**src/rtl/dma_xlate.sv**
```systemverilog
module dma_xlate #(
  parameter int DA_W = 32
) (
  input  logic            clk,
  input  logic            rst_n,
  input  logic            reg_en,
  input  logic            reg_wr,
  input  logic            reg_wide,
  input  logic [4:0]      reg_addr,
  input  logic [63:0]     reg_wdata,
  output logic [63:0]     reg_rdata,
  input  logic            req_valid,
  output logic            req_ready,
  input  logic [DA_W-1:0] req_addr,
  output logic            mem_valid,
  input  logic            mem_ready,
  output logic [63:0]     mem_addr,
  input  logic            mem_rvalid,
  input  logic [63:0]     mem_rdata,
  output logic            rsp_valid,
  input  logic            rsp_ready,
  output logic [1:0]      rsp_perm,
  output logic [63:0]     rsp_pa,
  output logic [63:0]     rsp_mask,
  output logic [DA_W-1:0] rsp_iova
);
  localparam logic [63:0] MASK8K  = 64'h1FFF;
  localparam logic [63:0] MASK64K = 64'hFFFF;
  localparam logic [63:0] PHYS8K  = 64'h1FF_FFFF_E000;
  localparam logic [63:0] PHYS64K = 64'h1FF_FFFF_8000;

  typedef enum logic [1:0] {S_IDLE, S_MEM, S_WAIT, S_RSP} state_t;
  state_t state;

  logic [63:0] ctrl, base;
  logic [DA_W-1:0] q_addr;

  wire        en     = ctrl[0];
  wire        big    = ctrl[2];
  wire [2:0]  code   = ctrl[18:16];
  wire        bad_sz = big && (code > 3'd5);

  wire [DA_W-1:0] slice   = big ? (req_addr >> 16) : (req_addr >> 13);
  wire [DA_W-1:0] idx_msk = DA_W'((64'd1 << (10 + code)) - 64'd1);
  wire [63:0]     offset  = 64'(slice & idx_msk) << 3;

  wire [63:0] a64    = 64'(q_addr);
  wire        e_big  = mem_rdata[61];
  wire [63:0] e_mask = e_big ? MASK64K : MASK8K;
  wire [63:0] e_phys = mem_rdata & (e_big ? PHYS64K : PHYS8K);

  wire       is_hi  = !reg_addr[2] && (reg_addr[1:0] == 2'b00);
  wire       is_lo  =  reg_addr[2] && (reg_addr[1:0] == 2'b00);
  wire       hit_c  = reg_addr[4:3] == 2'd0;
  wire       hit_b  = reg_addr[4:3] == 2'd1;
  wire       do_wr  = reg_en && reg_wr;

  function automatic logic [63:0] upd(input logic [63:0] cur);
    if (is_hi && reg_wide)  return reg_wdata;
    else if (is_hi)         return {reg_wdata[31:0], cur[31:0]};
    else if (is_lo)         return {cur[63:32], reg_wdata[31:0]};
    else                    return cur;
  endfunction

  function automatic logic [63:0] rd(input logic [63:0] cur);
    if (is_hi && reg_wide)  return cur;
    else if (is_hi)         return {32'd0, cur[63:32]};
    else if (is_lo)         return {32'd0, cur[31:0]};
    else                    return 64'd0;
  endfunction

  always_comb begin
    reg_rdata = 64'd0;
    if (reg_en && !reg_wr) begin
      if (hit_c)      reg_rdata = rd(ctrl);
      else if (hit_b) reg_rdata = rd(base);
    end
  end

  always_ff @(posedge clk) begin
    if (!rst_n) begin
      ctrl <= 64'd0;
      base <= 64'd0;
    end else if (do_wr) begin
      if (hit_c) ctrl <= upd(ctrl);
      if (hit_b) base <= upd(base);
    end
  end

  assign req_ready = state == S_IDLE;
  assign mem_valid = state == S_MEM;
  assign rsp_valid = state == S_RSP;

  always_ff @(posedge clk) begin
    if (!rst_n) begin
      state    <= S_IDLE;
      q_addr   <= '0;
      mem_addr <= 64'd0;
      rsp_perm <= 2'b00;
      rsp_pa   <= 64'd0;
      rsp_mask <= '1;
      rsp_iova <= '0;
    end else begin
      case (state)
        S_IDLE: if (req_valid) begin
          q_addr   <= req_addr;
          mem_addr <= base + offset;
          if (!en) begin
            rsp_perm <= 2'b11;
            rsp_pa   <= 64'(req_addr);
            rsp_mask <= MASK8K;
            rsp_iova <= req_addr & ~DA_W'(MASK8K);
            state    <= S_RSP;
          end else if (bad_sz) begin
            rsp_perm <= 2'b00;
            rsp_pa   <= 64'd0;
            rsp_mask <= '1;
            rsp_iova <= '0;
            state    <= S_RSP;
          end else begin
            state <= S_MEM;
          end
        end
        S_MEM: if (mem_ready) state <= S_WAIT;
        S_WAIT: if (mem_rvalid) begin
          if (!mem_rdata[63]) begin
            rsp_perm <= 2'b00;
            rsp_pa   <= 64'd0;
            rsp_mask <= '1;
            rsp_iova <= '0;
          end else begin
            rsp_perm <= mem_rdata[1] ? 2'b11 : 2'b01;
            rsp_pa   <= e_phys | (a64 & e_mask);
            rsp_mask <= e_mask;
            rsp_iova <= q_addr & ~DA_W'(e_mask);
          end
          state <= S_RSP;
        end
        S_RSP: if (rsp_ready) state <= S_IDLE;
        default: state <= S_IDLE;
      endcase
    end
  end
endmodule

```
**config.mk**
```make
export PLATFORM = sky130hd
export DESIGN_NAME = dma_xlate
export DESIGN_NICKNAME = d
export VERILOG_FILES = /design/src/rtl/dma_xlate.sv
export SDC_FILE = /design/constraint.sdc
export NUM_CORES = 1
export LEC_CHECK = 0
export CAP_MARGIN = 15
export CELL_PAD_IN_SITES_DETAIL_PLACEMENT = 1
export CELL_PAD_IN_SITES_GLOBAL_PLACEMENT = 2
export CORE_MARGIN = 10
export CORE_UTILIZATION = 26
export DETAILED_ROUTE_END_ITERATION = 10
export PLACE_DENSITY = 0.87
export SYNTH_ARGS = -nofsm -noshare
export SYNTH_HDL_FRONTEND = slang
export SYNTH_SLANG_ARGS = --single-unit
```
**constraint.sdc**
```tcl
create_clock -name clk -period 4.75 [get_ports clk]
set_input_delay 0.475 -clock clk [delete_from_list [all_inputs] [get_ports clk]]
set_output_delay 0.475 -clock clk [all_outputs]
set_load 0.005 [all_outputs]
```
==> key figures, run 1 <==
Synthesis
  • Flip-flop cell with the highest count after synthesis: sky130_fd_sc_hd__dfxtp_1
  • Fraction of registers with async set or reset after synthesis: 0%
  • Area of the mapped netlist: 15500 sq um
  • Yosys cell types: 63
  • Warnings from Yosys: 0
  • Dominant combinational cell family by area after synthesis: simple AND/OR/NAND/NOR gates
  • Sequential area share after synthesis: 37.5%
  • Post-synthesis share of cell area spent on full adders, half adders and majority gates: 2.47%
  • Post-synthesis area per instance: 7.72 sq um
  • Synthesized-area fraction occupied by ao, oa, aoi and oai cells: 18.9%
  • Synth Register Bits: 290
  • Multiplexer fraction of the synthesized cell area: 7.54%
  • EDFF count, synth: 0
  • Share of synthesized cell area in and, or, nand and nor gates: 22.2%
  • Syn Inst Count: 2006
  • Area share of xor/xnor cells in the synthesized design: 1.92%

Finish
  • Share of final-layout standard cells stronger than drive strength 1: 7.28%
  • Final #Nets: 2463
  • Number of inserted diodes: 0
  • Final core utilization: 35.0%
  • Number of fillers in the final layout: 7038
  • Layout area overhead: 33.4%

Timing
  • Final critical-path share of the clock period: 91.5%
  • Time the final worst path needs with I/O delays and setup: 4350 ps
  • Slew at the pin closest to its max-slew limit: 1160 ps
  • Final hold vios: 0
  • Max-slew violation count: 0
  • Setup violators final: 0
  • Fmax achieved: 230 MHz
  • Setup_tns: 0 ps
  • Max transition margin: 22.7%
  • Setup repair after global routing missed its margin: false
  • Final setup slack of the worst path: 402 ps
  • Clock tree skew after final layout: 27.0 ps

Floorplan
  • Chip height: 264 microns
  • Floorplan Core Area: 59000 sq um
  • DIE AREA: 69700 sq um
  • Number of placed I/O pins: 467
  • Effective utilization at floorplan: 26.2%
  • Chip Width: 264 microns
  • Core Rows: 89

Clock tree
  • Count of hold buffers inserted by post-cts repair: 0
  • Clock tree from TritonCTS: built
  • Clock tree root driver cell: sky130_fd_sc_hd__clkbuf_16
  • Number of clock buffers inserted by TritonCTS: 35
  • Buffer levels on the longest clock path: 3
  • Total of cells resized after clock tree synthesis: 0
  • Post-CTS setup buffer count: 0
  • Clock latency on the worst-skew pair: 560 ps
  • CTS H-Tree Depth: 2
  • Clock transition time at the flip-flop clock pins of the worst setup and hold paths: 60 ps
  • TritonCTS Sinks: 290

Global routing
  • Met3 track demand over resource: 4.16%
  • Layer carrying the most global-route usage: met2
  • Met2 capacity usage during global routing: 33.6%
  • Global-route wire length before repair: 106000 microns
  • GR met1 Demand/Resource: 24.1%
  • Number of global-route vias before repair: 16200
  • Remaining global-route overflow: 0
  • Antenna violations before repair: 0
  • Total Routing Usage GR: 19.4%
  • Largest net degree at the start of global routing: 138

Drt
  • Routed via count divided by cell count: 5.12
  • Post-route DRC violation count: 0
  • Count of antenna-violating nets left after detailed routing: 0
  • Final WL: 71100 microns
  • Via count: 15600
  • Pre-Repair DR Iteration Count: 5
  • Number of DRC markers in iteration 0: 998
  • Wire length per cell: 23.3 microns

Placed design
  • Number of buffers inserted by port buffering: 384
  • Setup Slack @ Placement: 442 ps
  • Placed wire-length estimate after detailed placement: 54100 microns
  • Routability cong.: 0.893

Critical path
  • Critical Path Fanout Max: 14
  • CP startpoint kind: flop
  • Sort of element at the end of the critical path: flop
  • Arrival time at the worst endpoint: 4820 ps
  • Required time worst endpoint: 5220 ps
  • CP Class: reg -> reg

Status
  • Result of the run: complete, no violations

Power and ir drop
  • Maximum vdd drop: 335 uV
  • Final Total Pwr: 9090 uW
  • Standby leakage power: 0.00730 uW
  • PD cells: 440 nW/um^2

Run
  • Total of max-cap violations: 0

Hold path
  • Min-delay worst type: reg -> reg
cells in the final DEF, fill, tap and decap left out, types with 50 or more instances in the layout:
master / instances
sky130_fd_sc_hd__nor3_1: 57
sky130_fd_sc_hd__clkdlybuf4s50_1: 381
sky130_fd_sc_hd__mux2i_1: 75
sky130_fd_sc_hd__nand3_1: 97
sky130_fd_sc_hd__nand2_1: 326
sky130_fd_sc_hd__o21ai_0: 66
sky130_fd_sc_hd__a21oi_1: 227
sky130_fd_sc_hd__a221oi_1: 50
sky130_fd_sc_hd__dfxtp_1: 290
sky130_fd_sc_hd__nor2_1: 186
path summary, 6_finish.rpt:
path / end / from / slack [ps] / cells after the start
min: rsp_pa[35] / rsp_pa[35] / 450 / 2
max reg2reg: mem_addr[60] / ctrl[17] / 400 / 14
max: mem_addr[60] / ctrl[17] / 400 / 14
min reg2reg: rsp_pa[35] / rsp_pa[35] / 450 / 2
power breakdown:
part	total, uW	leakage (uW)	switching [uW]	internal (uW)
Clock	2830	0.000580	1150	1680
Combinational	3200	0.00436	1700	1510
Sequential	3060	0.00236	224	2830
Total	9090	0.00730	3070	6020
cell families after synthesis:
family	Yosys count
buffers and inverters	281
AOI/OAI and AO/OA	473
muxes	112
DFF	290
and+or+nand+nor	784
xor gates and xnor gates	34
other	2
adders and majority gates	30
state kept, by name, summed over array words and instances (netlist names):
register and flops:
base 64, ctrl 64, mem_addr 64, q_addr 32, rsp_iova 19, rsp_mask 2, rsp_pa 41, rsp_perm 2
state 2
Yosys cell counts, types with 29 or more instances:
library cell	count	area share, %
sky130_fd_sc_hd__dfxtp_1	290	37
sky130_fd_sc_hd__nand3_1	97	3.1
sky130_fd_sc_hd__mux2_2	37	2.7
sky130_fd_sc_hd__ha_1	29	2.3
sky130_fd_sc_hd__o21ai_0	66	2.1
sky130_fd_sc_hd__nand2_1	327	7.9
sky130_fd_sc_hd__nor2_1	191	4.6
sky130_fd_sc_hd__mux2i_1	75	4.8
sky130_fd_sc_hd__a21oi_1	227	7.3
sky130_fd_sc_hd__clkbuf_1	143	3.5
sky130_fd_sc_hd__a221oi_1	50	2.8
sky130_fd_sc_hd__and2_1	43	1.7
sky130_fd_sc_hd__a22oi_1	31	1.5
sky130_fd_sc_hd__nor3_1	59	1.9
sky130_fd_sc_hd__buf_4	98	4.7
through the flow:
stage | hold WS, ps | cell area (sq um) | cells
finish | 454 | 20700 | 3054
global route | 469 | 20700 | 3054
global placement | 437 | 19500 | 2995
CTS | 456 | 20700 | 3054
floorplan | 434 | 15700 | 2053
detailed placement | 448 | 19500 | 2995
worst max-delay path: stages, from the launching register on:
cell	delay (ps)
sky130_fd_sc_hd__dfxtp_1	480
sky130_fd_sc_hd__inv_1	230
sky130_fd_sc_hd__ha_1	450
sky130_fd_sc_hd__nor4_1	330
sky130_fd_sc_hd__xnor2_1	110
sky130_fd_sc_hd__nor3b_1	270
sky130_fd_sc_hd__ha_1	310
sky130_fd_sc_hd__nand3_1	210
sky130_fd_sc_hd__nor3_1	220
sky130_fd_sc_hd__nand2_1	110
sky130_fd_sc_hd__a211oi_2	430
sky130_fd_sc_hd__o2111ai_1	210
sky130_fd_sc_hd__buf_4	220
sky130_fd_sc_hd__or4_1	470
sky130_fd_sc_hd__a31oi_1	220
layout make-up:
class	instances	area, sq um	area share (%)
clock buffers	47	1020	4.95
clock inverters	12	155	0.751
inverters	22	87.6	0.424
multi-input cells	1482	8470	41.0
flip-flops and latches	290	5810	28.1
well taps	773	967	4.68
repair buffers	428	4160	20.1
per-layer routing:
metal  vias to the layer above  part of all wire, %
met3                        69                  6.5
met1                      7716                   43
met4                         0                  2.2
met5                         -                    0
li1                       7353                    -
met2                       492                   48
Note: power is estimated with default switching activity, not from simulation.
==> run 2, diff against run 1 <==
ABC_AREA = 1   (was not set)
CORE_UTILIZATION = 25   (was 26)
==> key figures, run 2 <==
Timing
  • Final critical-path share of the clock period: 79.6% (-12 points)
  • Setup repair after global routing missed its margin: false
  • Clock tree skew after final layout: 27.7 ps (+0.703 ps)
  • Setup violators final: 0 (unchanged)
  • Max transition margin: 37.6% (+15 points)
  • Setup_tns: 0 ps (unchanged)
  • Final hold vios: 0 (unchanged)
  • Time the final worst path needs with I/O delays and setup: 3780 ps (-567 ps)
  • Slew at the pin closest to its max-slew limit: 935 ps (-224 ps)
  • Max-slew violation count: 0 (unchanged)
  • Fmax achieved: 264 MHz (+15%)

Clock tree
  • Post-CTS setup buffer count: 0 (unchanged)
  • CTS H-Tree Depth: 2 (unchanged)
  • Clock transition time at the flip-flop clock pins of the worst setup and hold paths: 60 ps (about the same)
  • Number of clock buffers inserted by TritonCTS: 39 (+11%)
  • Clock tree from TritonCTS: built
  • Clock tree root driver cell: sky130_fd_sc_hd__clkbuf_16
  • Count of hold buffers inserted by post-cts repair: 0 (unchanged)
  • Total of cells resized after clock tree synthesis: 0 (unchanged)
  • TritonCTS Sinks: 290 (unchanged)
  • Buffer levels on the longest clock path: 3 (unchanged)
  • Clock latency on the worst-skew pair: 560 ps (about the same)

Synthesis
  • Post-synthesis area per instance: 6.43 sq um (-17%)
  • Dominant cells by area after synthesis: sky130_fd_sc_hd__dfxtp_1 35%, sky130_fd_sc_hd__nand2_1 13%, sky130_fd_sc_hd__o21ai_0 8.1%
  • Sequential area share after synthesis: 35.1% (-2.4 points)
  • Area of the mapped netlist: 16600 sq um (+6.9%)
  • Yosys top cell area share: 35.1% (-2.4 points)
  • Syn Inst Count: 2575 (+28%)
  • Fraction of registers with async set or reset after synthesis: 0% (unchanged)
  • Warnings from Yosys: 0 (unchanged)
  • Leading cell types by count after synthesis: 575 x sky130_fd_sc_hd__nand2_1, 314 x sky130_fd_sc_hd__nor2_1, 311 x sky130_fd_sc_hd__inv_1, 290 x sky130_fd_sc_hd__dfxtp_1, 268 x sky130_fd_sc_hd__o21ai_0
  • Synth Register Bits: 290 (unchanged)
  • EDFF count, synth: 0 (unchanged)
  • Yosys cell types: 46 (-27%)
  • Most common cell in the netlist: sky130_fd_sc_hd__nand2_1
  • Top cell type by total area after synthesis: sky130_fd_sc_hd__dfxtp_1
  • Flip-flop cell with the highest count after synthesis: sky130_fd_sc_hd__dfxtp_1

Drt
  • Final WL: 77900 microns (+9.5%)
  • Number of DRC markers in iteration 0: 1243 (+25%)
  • Routed via count divided by cell count: 4.70 (-8.2%)
  • Via count: 17600 (+12%)
  • Post-route DRC violation count: 0 (unchanged)
  • Wire length per cell: 20.8 microns (-11%)
  • Count of antenna-violating nets left after detailed routing: 0 (unchanged)
  • Pre-Repair DR Iteration Count: 8 (+3)

Global routing
  • Layer carrying the most global-route usage: met2
  • Met3 track demand over resource: 4.45% (+0.29 points)
  • Largest net degree at the start of global routing: 95 (-31%)
  • Met2 capacity usage during global routing: 33.6% (about the same)
  • Total Routing Usage GR: 19.3% (-0.16 points)
  • Global-route wire length before repair: 115000 microns (+8.9%)
  • GR met1 Demand/Resource: 23.8% (-0.24 points)
  • Antenna violations before repair: 2 (+2)
  • Remaining global-route overflow: 0 (unchanged)
  • Number of global-route vias before repair: 17400 (+7.6%)

Critical path
  • Arrival time at the worst endpoint: 3310 ps (-1510 ps)
  • Sort of element at the end of the critical path: output port
  • Cell with the largest stage delay on the worst path: sky130_fd_sc_hd__clkdlybuf4s50_1
  • R2r worst-path depth: 19 (+5)
  • Most frequent cell on the critical path: sky130_fd_sc_hd__clkdlybuf4s50_1
  • CP startpoint kind: primary input
  • Required time worst endpoint: 4280 ps (-940 ps)
  • Critical Path Fanout Max: 19 (+5)
  • Worst path max stage delay: 610 ps (+130 ps)
  • CP Class: in -> out
  • Sequence of cells on the critical path: clkdlybuf4s50_1 > inv_1 > nor2_1 > clkinv_1 > buf_4 > a21oi_1 > clkdlybuf4s50_1

Power and ir drop
  • Clock power share: 30.9% (-0.2 points)
  • Standby leakage power: 0.00882 uW (+21%)
  • PD cells: 434 nW/um^2 (-1.3%)
  • Net switching fraction of the power: 34.0% (+0.24 points)
  • Proportion of power drawn by combinational gates: 35.9% (+0.6 points)
  • Maximum vdd drop: 203 uV (-39%)
  • Cell internal pwr: 6290 uW (+4.5%)
  • Power spent charging and discharging nets: 3240 uW (+5.6%)
  • Register share of total power: 33.2% (-0.4 points)

Finish
  • Commonest cells after routing, fill and taps aside: 574 x sky130_fd_sc_hd__nand2_1, 383 x sky130_fd_sc_hd__clkdlybuf4s50_1, 313 x sky130_fd_sc_hd__nor2_1
  • Largest registers in the final layout: base x64, ctrl x64, mem_addr x64
  • Final #Nets: 3053 (+24%)
  • Post-Layout Inst Area: 22000 sq um (+6.2%)
  • Share of final-layout standard cells stronger than drive strength 1: 4.31% (-3.0 points)
  • Layout area overhead: 32.5%
  • Most common cell after layout, fill and taps aside: sky130_fd_sc_hd__nand2_1

Floorplan
  • Chip Width: 277 microns (+5.0%)
  • Chip height: 277 microns (+5.0%)
  • Number of placed I/O pins: 467 (unchanged)
  • DIE AREA: 76900 sq um (+10%)
  • Effective utilization at floorplan: 25.2% (-1.1 points)
  • Floorplan Core Area: 65700 sq um (+11%)
  • Core Rows: 94 (+5.6%)

Placed design
  • Area post-placement: 20700 sq um (+6.1%)
  • Number of buffers inserted by port buffering: 384 (unchanged)
  • Routability cong.: 0.919 (+2.9%)
  • Placed wire-length estimate after detailed placement: 60800 microns (+12%)

Hold path
  • Worst Hold Depth: 2 (unchanged)
  • Min-delay worst type: in -> reg

Run
  • Total of max-cap violations: 0 (unchanged)

Status
  • Result of the run: complete, no violations
## run 2: cell types whose count changed after synthesis, sizes merged, moves of 32 or more
| cell | delta |
|---|---|
| a22o | +32 |
| clkbuf | -56 |
| mux2i | -75 |
| nand2 | +250 |
| and2 | -42 |
| mux2 | -37 |
| o21ai | +201 |
| inv | +302 |
| a221oi | -49 |
| nor2 | +129 |
## run 2: critical path: cells and delay by family
| kind | cells | cell delay, ps |
|---|---|---|
| AOI/OAI and AO/OA | 1 | 270 |
| and+or+nand+nor | 1 | 530 |
| buffers and inverters | 5 | 2020 |
## run 2: routing by layer
metal	part of all wire [%]	vias up
met5	0	-
met3	6.7	74
met2	48	498
met4	2.0	0
met1	43	8301
li1	-	8701
## run 2: cell type report
cell class                      count  area [sq um]
Multi-Input combinational cell   1779          8440
Clock inverter                     12           158
Antenna cell                        1          2.50
Timing Repair Buffer              413          4140
Inverter                          326          1230
Tap cell                          864          1080
Sequential cell                   290          5810
Fill cell                        8316         43800
Clock buffer                       56          1100
## run 2: logic make-up (layout without fill, tap and decap cells)
| family | Yosys count | in the layout | share of synthesized area (%) |
|---|---|---|---|
| flops | 290 | 290 | 35.1 |
| buf+inv | 553 | 807 | 15.2 |
| other cells | 2 | 50 | 0.0453 |
| compound gates | 605 | 605 | 19.9 |
| simple gates | 1077 | 1077 | 26.6 |
| fa+ha+maj | 30 | 30 | 2.31 |
| xor+xnor | 18 | 18 | 0.952 |
## run 2: power by group through the flow
stage                     sequential, uW  combinational (uW)  clock, uW
after floorplan                     3230                1700          0
final                               3170                3420       2950
after detailed placement            3220                3500          0
after global routing                3230                3790       3140
after global placement              3230                3420          0
after CTS                           3170                3510       3020
## run 2: final timing paths
path                            startpoint      endpoint  slack, ps
worst max-delay path                reg_en  reg_rdata[4]        970
worst min-delay path                 rst_n  rsp_mask[62]        400
worst max register to register    ctrl[17]  mem_addr[43]       1020
worst min register to register     ctrl[5]       ctrl[5]        460
## run 2: through the flow
| stage | hold slack [ps] | setup slack (ps) | instances | util [%] | power, uW |
|---|---|---|---|---|---|
| 4_1_cts | 405 | 967 | 3740 | 33.4 | 9700 |
| 3_5_place_dp | 456 | 901 | 3672 | 31.5 | 6720 |
| 5_1_grt | 422 | 652 | 3741 | 33.4 | 10200 |
| 6_report | 404 | 969 | 3741 | 33.4 | 9530 |
| 3_3_place_gp | 448 | 942 | 3671 | 31.4 | 6650 |
| 2_1_floorplan | 439 | 1900 | 2622 | - | 4930 |
